$ cat src/rtl/tap_pkg.sv
package tap_pkg;

  localparam int IR_W = 10;

  localparam logic [IR_W-1:0] OP_EXTEST = 10'h000;
  localparam logic [IR_W-1:0] OP_SAMPLE = 10'h055;
  localparam logic [IR_W-1:0] OP_IDCODE = 10'h059;
  localparam logic [IR_W-1:0] OP_USER   = 10'h007;
  localparam logic [IR_W-1:0] OP_SIG    = 10'h079;
  localparam logic [IR_W-1:0] OP_BYPASS = 10'h3FF;
  localparam logic [IR_W-1:0] IR_CAPTURE = 10'b00_0000_0001;

  typedef enum logic [3:0] {
    ST_TLR, ST_RTI,
    ST_SEL_DR, ST_CAP_DR, ST_SH_DR, ST_EX1_DR, ST_PAU_DR, ST_EX2_DR, ST_UPD_DR,
    ST_SEL_IR, ST_CAP_IR, ST_SH_IR, ST_EX1_IR, ST_PAU_IR, ST_EX2_IR, ST_UPD_IR
  } tapState_e;

  typedef enum logic [2:0] {
    DR_BYP, DR_ID, DR_USER, DR_SIG, DR_BSR
  } drSel_e;

  // strobes from the controller to the data registers
  typedef struct packed {
    logic capDr;
    logic shDr;
    logic updDr;
    logic shIr;
  } tapStrobe_t;

endpackage

$ cat src/rtl/tap_ctrl.sv
module tap_ctrl
  import tap_pkg::*;
(
  input  logic       tck,
  input  logic       trstN,
  input  logic       tms,
  input  logic       tdi,
  output tapStrobe_t strobe,
  output drSel_e     drSel,
  output logic       extestOn,
  output logic       irTdo
);

  tapState_e state, nextState;
  logic [IR_W-1:0] irShift;
  logic [IR_W-1:0] irReg;

  always_comb begin
    nextState = state;
    unique case (state)
      ST_TLR:    nextState = tms ? ST_TLR    : ST_RTI;
      ST_RTI:    nextState = tms ? ST_SEL_DR : ST_RTI;
      ST_SEL_DR: nextState = tms ? ST_SEL_IR : ST_CAP_DR;
      ST_CAP_DR: nextState = tms ? ST_EX1_DR : ST_SH_DR;
      ST_SH_DR:  nextState = tms ? ST_EX1_DR : ST_SH_DR;
      ST_EX1_DR: nextState = tms ? ST_UPD_DR : ST_PAU_DR;
      ST_PAU_DR: nextState = tms ? ST_EX2_DR : ST_PAU_DR;
      ST_EX2_DR: nextState = tms ? ST_UPD_DR : ST_SH_DR;
      ST_UPD_DR: nextState = tms ? ST_SEL_DR : ST_RTI;
      ST_SEL_IR: nextState = tms ? ST_TLR    : ST_CAP_IR;
      ST_CAP_IR: nextState = tms ? ST_EX1_IR : ST_SH_IR;
      ST_SH_IR:  nextState = tms ? ST_EX1_IR : ST_SH_IR;
      ST_EX1_IR: nextState = tms ? ST_UPD_IR : ST_PAU_IR;
      ST_PAU_IR: nextState = tms ? ST_EX2_IR : ST_PAU_IR;
      ST_EX2_IR: nextState = tms ? ST_UPD_IR : ST_SH_IR;
      ST_UPD_IR: nextState = tms ? ST_SEL_DR : ST_RTI;
      default:   nextState = ST_TLR;
    endcase
  end

  always_ff @(posedge tck or negedge trstN) begin
    if (!trstN) state <= ST_TLR;
    else        state <= nextState;
  end

  // instruction shifter and active instruction
  always_ff @(posedge tck or negedge trstN) begin
    if (!trstN) begin
      irShift <= IR_CAPTURE;
      irReg   <= OP_IDCODE;
    end else begin
      if (state == ST_CAP_IR)      irShift <= IR_CAPTURE;
      else if (state == ST_SH_IR)  irShift <= {tdi, irShift[IR_W-1:1]};
      if (state == ST_TLR)         irReg <= OP_IDCODE;
      else if (state == ST_UPD_IR) irReg <= irShift;
    end
  end

  always_comb begin
    unique case (irReg)
      OP_EXTEST, OP_SAMPLE: drSel = DR_BSR;
      OP_IDCODE:            drSel = DR_ID;
      OP_USER:              drSel = DR_USER;
      OP_SIG:               drSel = DR_SIG;
      default:              drSel = DR_BYP;
    endcase
  end

  assign extestOn     = (irReg == OP_EXTEST);
  assign irTdo        = irShift[0];
  assign strobe.capDr = (state == ST_CAP_DR);
  assign strobe.shDr  = (state == ST_SH_DR);
  assign strobe.updDr = (state == ST_UPD_DR);
  assign strobe.shIr  = (state == ST_SH_IR);

  // run of consecutive TMS-high edges, saturating at five
  logic [2:0] tmsRun;
  always_ff @(posedge tck or negedge trstN) begin
    if (!trstN)              tmsRun <= '0;
    else if (!tms)           tmsRun <= '0;
    else if (tmsRun != 3'd5) tmsRun <= tmsRun + 3'd1;
  end

  p_tms_reset_r1: assert property (@(posedge tck) disable iff (!trstN)
    (tmsRun == 3'd5) |-> (state == ST_TLR));

  p_tlr_idcode_r1: assert property (@(posedge tck) disable iff (!trstN)
    (state == ST_TLR) |=> (irReg == OP_IDCODE));

  p_ir_hold_r4: assert property (@(posedge tck) disable iff (!trstN)
    !(state == ST_UPD_IR || state == ST_TLR) |=> $stable(irReg));

endmodule

$ cat src/rtl/tap_dregs.sv
module tap_dregs
  import tap_pkg::*;
#(
  parameter int          IN_PINS    = 48,
  parameter int          OUT_PINS   = 48,
  parameter logic [3:0]  ID_VERSION = 4'h1,
  parameter logic [15:0] ID_PART    = 16'h0064,
  parameter logic [10:0] ID_MFR     = 11'h06E,
  parameter logic [31:0] USER_CODE  = 32'hFFFF_FFFF,
  parameter logic [15:0] SIG_CODE   = 16'hFFFF
) (
  input  logic                tck,
  input  logic                trstN,
  input  logic                tdi,
  input  tapStrobe_t          strobe,
  input  drSel_e              drSel,
  input  logic                extestOn,
  input  logic                irTdo,
  input  logic [IN_PINS-1:0]  pinIn,
  input  logic [OUT_PINS-1:0] coreOut,
  output logic [OUT_PINS-1:0] pinOut,
  output logic                tdo,
  output logic                tdoEn
);

  localparam int BSR_LEN = IN_PINS + OUT_PINS;
  localparam int ID_W    = 32;
  localparam int USER_W  = 32;
  localparam int SIG_W   = 16;
  localparam logic [ID_W-1:0] ID_WORD = {ID_VERSION, ID_PART, ID_MFR, 1'b1};

  logic                bypReg;
  logic [ID_W-1:0]     idSh;
  logic [USER_W-1:0]   userSh;
  logic [SIG_W-1:0]    sigSh;
  logic [BSR_LEN-1:0]  bsrSh;
  logic [OUT_PINS-1:0] updLat;
  logic                drBit;

  always_ff @(posedge tck or negedge trstN) begin
    if (!trstN) begin
      bypReg <= 1'b0;
      idSh   <= '0;
      userSh <= '0;
      sigSh  <= '0;
      bsrSh  <= '0;
      updLat <= '0;
    end else begin
      if (strobe.capDr) begin
        unique case (drSel)
          DR_ID:   idSh   <= ID_WORD;
          DR_USER: userSh <= USER_CODE;
          DR_SIG:  sigSh  <= SIG_CODE;
          DR_BSR:  bsrSh  <= {coreOut, pinIn};
          default: bypReg <= 1'b0;
        endcase
      end else if (strobe.shDr) begin
        unique case (drSel)
          DR_ID:   idSh   <= {tdi, idSh[ID_W-1:1]};
          DR_USER: userSh <= {tdi, userSh[USER_W-1:1]};
          DR_SIG:  sigSh  <= {tdi, sigSh[SIG_W-1:1]};
          DR_BSR:  bsrSh  <= {tdi, bsrSh[BSR_LEN-1:1]};
          default: bypReg <= tdi;
        endcase
      end
      if (strobe.updDr && drSel == DR_BSR)
        updLat <= bsrSh[BSR_LEN-1:IN_PINS];
    end
  end

  always_comb begin
    unique case (drSel)
      DR_ID:   drBit = idSh[0];
      DR_USER: drBit = userSh[0];
      DR_SIG:  drBit = sigSh[0];
      DR_BSR:  drBit = bsrSh[0];
      default: drBit = bypReg;
    endcase
  end

  // serial output launched on the falling edge
  always_ff @(negedge tck or negedge trstN) begin
    if (!trstN) begin
      tdo   <= 1'b0;
      tdoEn <= 1'b0;
    end else begin
      tdo   <= strobe.shIr ? irTdo : drBit;
      tdoEn <= strobe.shIr | strobe.shDr;
    end
  end

  for (genvar p = 0; p < OUT_PINS; p++) begin : g_outCell
    assign pinOut[p] = extestOn ? updLat[p] : coreOut[p];
  end

  p_tdoen_r2: assert property (@(posedge tck) disable iff (!trstN)
    tdoEn == (strobe.shDr || strobe.shIr));

  p_byp_cap_r5: assert property (@(posedge tck) disable iff (!trstN)
    (strobe.capDr && drSel == DR_BYP) |=> !bypReg);

  p_latch_hold_r11: assert property (@(posedge tck) disable iff (!trstN)
    !(strobe.updDr && drSel == DR_BSR) |=> $stable(updLat));

endmodule

$ cat src/rtl/jtag_tap_top.sv
module jtag_tap_top
  import tap_pkg::*;
#(
  parameter int          IN_PINS    = 48,
  parameter int          OUT_PINS   = 48,
  parameter logic [3:0]  ID_VERSION = 4'h1,
  parameter logic [15:0] ID_PART    = 16'h0064,
  parameter logic [10:0] ID_MFR     = 11'h06E,
  parameter logic [31:0] USER_CODE  = 32'hFFFF_FFFF,
  parameter logic [15:0] SIG_CODE   = 16'hFFFF
) (
  input  logic                tck,
  input  logic                trstN,
  input  logic                tms,
  input  logic                tdi,
  output logic                tdo,
  output logic                tdoEn,
  input  logic [IN_PINS-1:0]  pinIn,
  input  logic [OUT_PINS-1:0] coreOut,
  output logic [OUT_PINS-1:0] pinOut
);

  tapStrobe_t strobe;
  drSel_e     drSel;
  logic       extestOn;
  logic       irTdo;

  tap_ctrl ctrl_i (
    .tck      (tck),
    .trstN    (trstN),
    .tms      (tms),
    .tdi      (tdi),
    .strobe   (strobe),
    .drSel    (drSel),
    .extestOn (extestOn),
    .irTdo    (irTdo)
  );

  tap_dregs #(
    .IN_PINS    (IN_PINS),
    .OUT_PINS   (OUT_PINS),
    .ID_VERSION (ID_VERSION),
    .ID_PART    (ID_PART),
    .ID_MFR     (ID_MFR),
    .USER_CODE  (USER_CODE),
    .SIG_CODE   (SIG_CODE)
  ) dregs_i (
    .tck      (tck),
    .trstN    (trstN),
    .tdi      (tdi),
    .strobe   (strobe),
    .drSel    (drSel),
    .extestOn (extestOn),
    .irTdo    (irTdo),
    .pinIn    (pinIn),
    .coreOut  (coreOut),
    .pinOut   (pinOut),
    .tdo      (tdo),
    .tdoEn    (tdoEn)
  );

endmodule

$ cat config.mk
export PLATFORM = sky130hd
export DESIGN_NAME = jtag_tap_top
export DESIGN_NICKNAME = d
export VERILOG_FILES = /design/src/rtl/tap_pkg.sv /design/src/rtl/tap_ctrl.sv /design/src/rtl/tap_dregs.sv /design/src/rtl/jtag_tap_top.sv
export SDC_FILE = /design/constraint.sdc
export NUM_CORES = 1
export LEC_CHECK = 0
export CAP_MARGIN = 5
export CELL_PAD_IN_SITES_DETAIL_PLACEMENT = 0
export CELL_PAD_IN_SITES_GLOBAL_PLACEMENT = 2
export CORE_UTILIZATION = 36
export DETAILED_ROUTE_END_ITERATION = 10
export PLACE_DENSITY_LB_ADDON = 0.1
export SETUP_SLACK_MARGIN = 0.1
export SYNTH_ARGS = -nofsm -noshare
export SYNTH_HDL_FRONTEND = slang
export SYNTH_SLANG_ARGS = --single-unit
$ cat constraint.sdc
create_clock -name tck -period 2.95 [get_ports tck]
set_input_delay 0.59 -clock tck [delete_from_list [all_inputs] [get_ports tck]]
set_output_delay 0.59 -clock tck [all_outputs]
set_load 0.005 [all_outputs]
# --- Word-level counts from Yosys, hierarchy flattened ---
# Cells that the tools add are included.
op_classes:
  mux: 88
  n_reduce_logical: 16
  bitwise_logic: 1
  eq_ne: 25
op_table:
  columns: ["op", "count"]
  rows:
  - ["$mux 96", 4]
  - ["$mux 32", 8]
  - ["$mux 16", 4]
  - ["$mux 1", 56]
  - ["$pmux 4 s12", 1]
  - ["$mux 10", 4]
  - ["$eq 4x4->1 const B", 8]
  - ["$eq 10x7->1 const B", 3]
  - ["$eq 4x3->1 const B", 4]
  - ["$mux 4", 4]
  - ["$pmux 3 s4", 1]
  - ["$eq 10x3->1 const B", 1]
  - ["$logic_not 10->1", 1]
  - ["$eq 4x2->1 const B", 2]
  - ["$reduce_and 2->1", 4]
  - ["$eq 3x2->1 const B", 2]
  - ["$mux 2", 3]
  - ["$mux 3", 2]
  - ["$reduce_bool 2->1", 3]
  - ["$reduce_or 2->1", 3]
  - ["$eq 4x1->1 const B", 1]
  - ["$logic_not 4->1", 1]
  - ["$ne 2x2->1 const B", 2]
  - ["$pmux 1 s4", 1]
  - ["7 further kinds", 7]
word_totals:
  wordCells: 141
  out_inout_bits: 50
  regBits: 251

# --- Logic depth before layout (Yosys ltp) ---
logic_depth:
  ltp_word: 8
  mapped_depth: 9

# --- Modules after synthesis ---
# Synthesis repeated with hierarchy kept, for this count alone.
hier_totals:
  cells_unflattened: 922
  hier_area_um2: 12074.1
modules_own_cells:
  columns: ["mod", "area_per_inst_um2", "n_inst", "cells_each"]
  rows:
  - ["tap_dregs", 10916.7, 1, 811]
  - ["tap_ctrl", 1157.4, 1, 111]

==> flow_summary.yaml <==
outcome:
  outcome: "complete, but fails checks"
  violations: "setup timing"
clock_network:
  htreeDepth: 1
  clock-sinks: 251
  cts_root_buffer: "clkbuf_16"
  cts_max_path_buffers: 3
  cts_tree: "done"
  clock_latency_ns: 0.55
  clk_pin_slew_worst_paths_ns: 0.06
  numCtsBuffers: 29
drt:
  drt_iter0_drc: 548
  drt-vias-per-instance: 4.77
  wl_um: 26100
  met1Wirelength_um: 13000
  vias: 7854
  wire_per_inst_um: 15.9
  ant_nets: 0
  dr_wl_met3_um: 1280
  drc: 0
  routed.top_layer: "met5"
  dr.pass1.iters: 4
  wl_met2_um: 11300
power:
  p_per_area_nw_per_um2: 655
  p_leak_nw: 6.82
  ir_drop_v: 0.000428
global_route:
  antenna_found_initial: 2
  grt_start_max_net_pins: 166
  grt_overflow: 0
  grt_pass1_wl_um: 42300
  track_usage_pct: 16.5
  grt_pass1_vias: 7945
synthesis:
  synth-seq-cells: 251
  synth.area.top_cells: "dfrtp_1 (55%), mux2i_1 (8.6%), o21ai_0 (8.1%)"
  yosys-top-cells-count: "dfrtp_1 (244), nand2_1 (205), o21ai_0 (179)"
  synth_nets: 1145
  synth_area_per_cell_um2: 10.6
  synth-edff-count: 0
  yosysSeqAreaShare_pct: 56.5
  yosysTopAreaCellShare_pct: 54.9
  async_flop_share_pct: 100
  syn_inst: 1045
  yosys_warnings: 0
  ys.flop_type: "dfrtp_1"
  syn-cell-area_um2: 11100
  yosysMostFrequentCell: "dfrtp_1"
  yosysTopAreaCell: "dfrtp_1"
  synth.distinct_cells: 40
worst_setup_path:
  startpoint_type: "flop"
  arrival_ns: 2.79
  worstPathRequired_ns: 2.36
  reg2reg_depth: 6
  worstPathMaxFanout: 5
  cp-end-kind: "output port"
  critical_path_class: "flop to output port"
placed_design:
  place_ws_ns: -0.233
  hpwl_um: 15900
  place_congestion: 0.752
  io_buffer_count: 149
cells_and_area:
  fillers: 2803
  fin_nets: 1332
  post-route-util_pct: 49.3
  drive_above_1_share_pct: 21.7
  syn_to_final_growth_pct: 33.1
die:
  rows: 63
  die_area_um2: 31600
  io_pins: 150
  core_region_area_um2: 30000
  start_util_pct: 37.0
  chipHeight_um: 178
  fp.dieW_um: 178
timing:
  clock.fmax_ghz: 0.296
  rsz0062_at_grt: "true"
  finalSetupViolations: 51
  hold_viol_final: 0
  fin_crit_sh_pct: 114
  maxSlewHeadroom_pct: 38.3
  tightest_slew_ns: 0.925
  finalClockSkew_ns: 0.0212
  slew_violations: 0
  worst_slack_ns: -0.427
  fin_crit_ns: 3.38
worst_hold_path:
  hp-class: "input port to asynchronous set/reset pin"
run:
  max_cap_viol_count: 0
-- metrics by stage --
step / hold WS, ns / power, mW / TNS [ns] / instances / area (um2)
floorplan: 0.294 / 5.21 / -0.504 / 1045 / 11100
global placement: 0.441 / 6.00 / -3.62 / 1552 / 13300
detailed placement: 0.440 / 6.00 / -4.56 / 1552 / 13300
CTS: 0.449 / 9.82 / -21.22 / 1615 / 14400
global route: 0.468 / 10.2 / -20.35 / 1645 / 14800
finish: 0.474 / 9.68 / -15.82 / 1646 / 14800
-- per-layer routing --
layer  global-route usage (%)  vias to the layer above
met5                        0                        -
met4                     3.99                        2
met3                     3.83                       40
met2                     25.0                      132
met1                     23.8                     3716
li1                         -                     3964
-- kinds of logic (layout without fill, tap and decap cells) --
| group | Yosys count | after routing | share of synthesized area [%] |
|---|---|---|---|
| flops | 251 | 251 | 56.5 |
| simple gates | 304 | 304 | 11.3 |
| buf+inv | 77 | 287 | 2.86 |
| compound gates | 219 | 219 | 10.7 |
| mux | 194 | 194 | 18.6 |
| other cells | 0 | 1 | 0 |
-- path summary, 6_finish.rpt --
path / from / end / slack (ns)
setup reg to reg: ctrl_i.irReg[9] / dregs_i.tdo / -0.31
setup / recovery: ctrl_i.irReg[9] / pinOut[1] / -0.43
min in group tck: dregs_i.bsrSh[28] / dregs_i.bsrSh[28] / 0.48
hold reg to reg: dregs_i.bsrSh[28] / dregs_i.bsrSh[28] / 0.48
max in group asynchronous: trstN / dregs_i.tdo / 0.90
hold / removal: trstN / ctrl_i.state[1] / 0.47
-- state kept, by name, summed over array words and instances, names as in the netlist --
register and cells:
ctrl_i.irReg 10, ctrl_i.irShift 10, ctrl_i.state 4, dregs_i.bsrSh 96, dregs_i.bypReg 1, dregs_i.idSh 32, dregs_i.sigSh 16, dregs_i.tdo 1
dregs_i.tdoEn 1, dregs_i.updLat 48, dregs_i.userSh 32
-- what timing repair did --
item | in CTS | in global routing
pin swaps | 0 | 2
cloned | 0 | 3
resized for setup | 124 | 135
buffers inserted | 8 | 28
endpoints found under the setup margin | 51 | 51
hold endpoints to repair | 18 | 0
hold buffers | 1 | 0
-- layout make-up --
type                            instances  area, um2  area share (%)
Antenna cell                            1       2.50          0.0169
Clock buffer                           43        838            5.67
Clock inverter                         11        170            1.15
Inverter                                2       7.51          0.0507
Multi-Input combinational cell        717       4730            32.0
Sequential cell                       251       6290            42.5
Tap cell                              390        488            3.30
Timing Repair Buffer                  231       2270            15.4
-- worst max-delay path, cell delays in order, from the launching register on --
cell and delay (ns):
dfrtp_1 0.37, or4_4 0.57, nor4_4 0.29, buf_6 0.19, buf_8 0.12, buf_6 0.09, buf_6 0.10, buf_6 0.10
mux2_4 0.29, buf_6 0.12
-- power by group --
group | internal (mW) | leakage, nW | switching, mW
clock network | 2.32 | 0.489 | 1.45
registers | 3.75 | 2.96 | 0.164
logic | 0.919 | 3.37 | 1.09
-- layout by cell type, fill, tap and decap left out, types with 8 or more instances in the layout --
master,n
clkbuf_1,8
mux2_1,20
clkbuf_2,30
mux2_4,47
nor2_1,67
mux2_2,32
buf_4,44
clkbuf_16,31
o21ai_0,178
clkdlybuf4s50_1,98
buf_6,36
a21oi_1,12
mux2i_1,95
a22o_1,16
buf_12,13
nand2_1,205
dfrtp_1,244
Power figures use the tool's default switching activity.
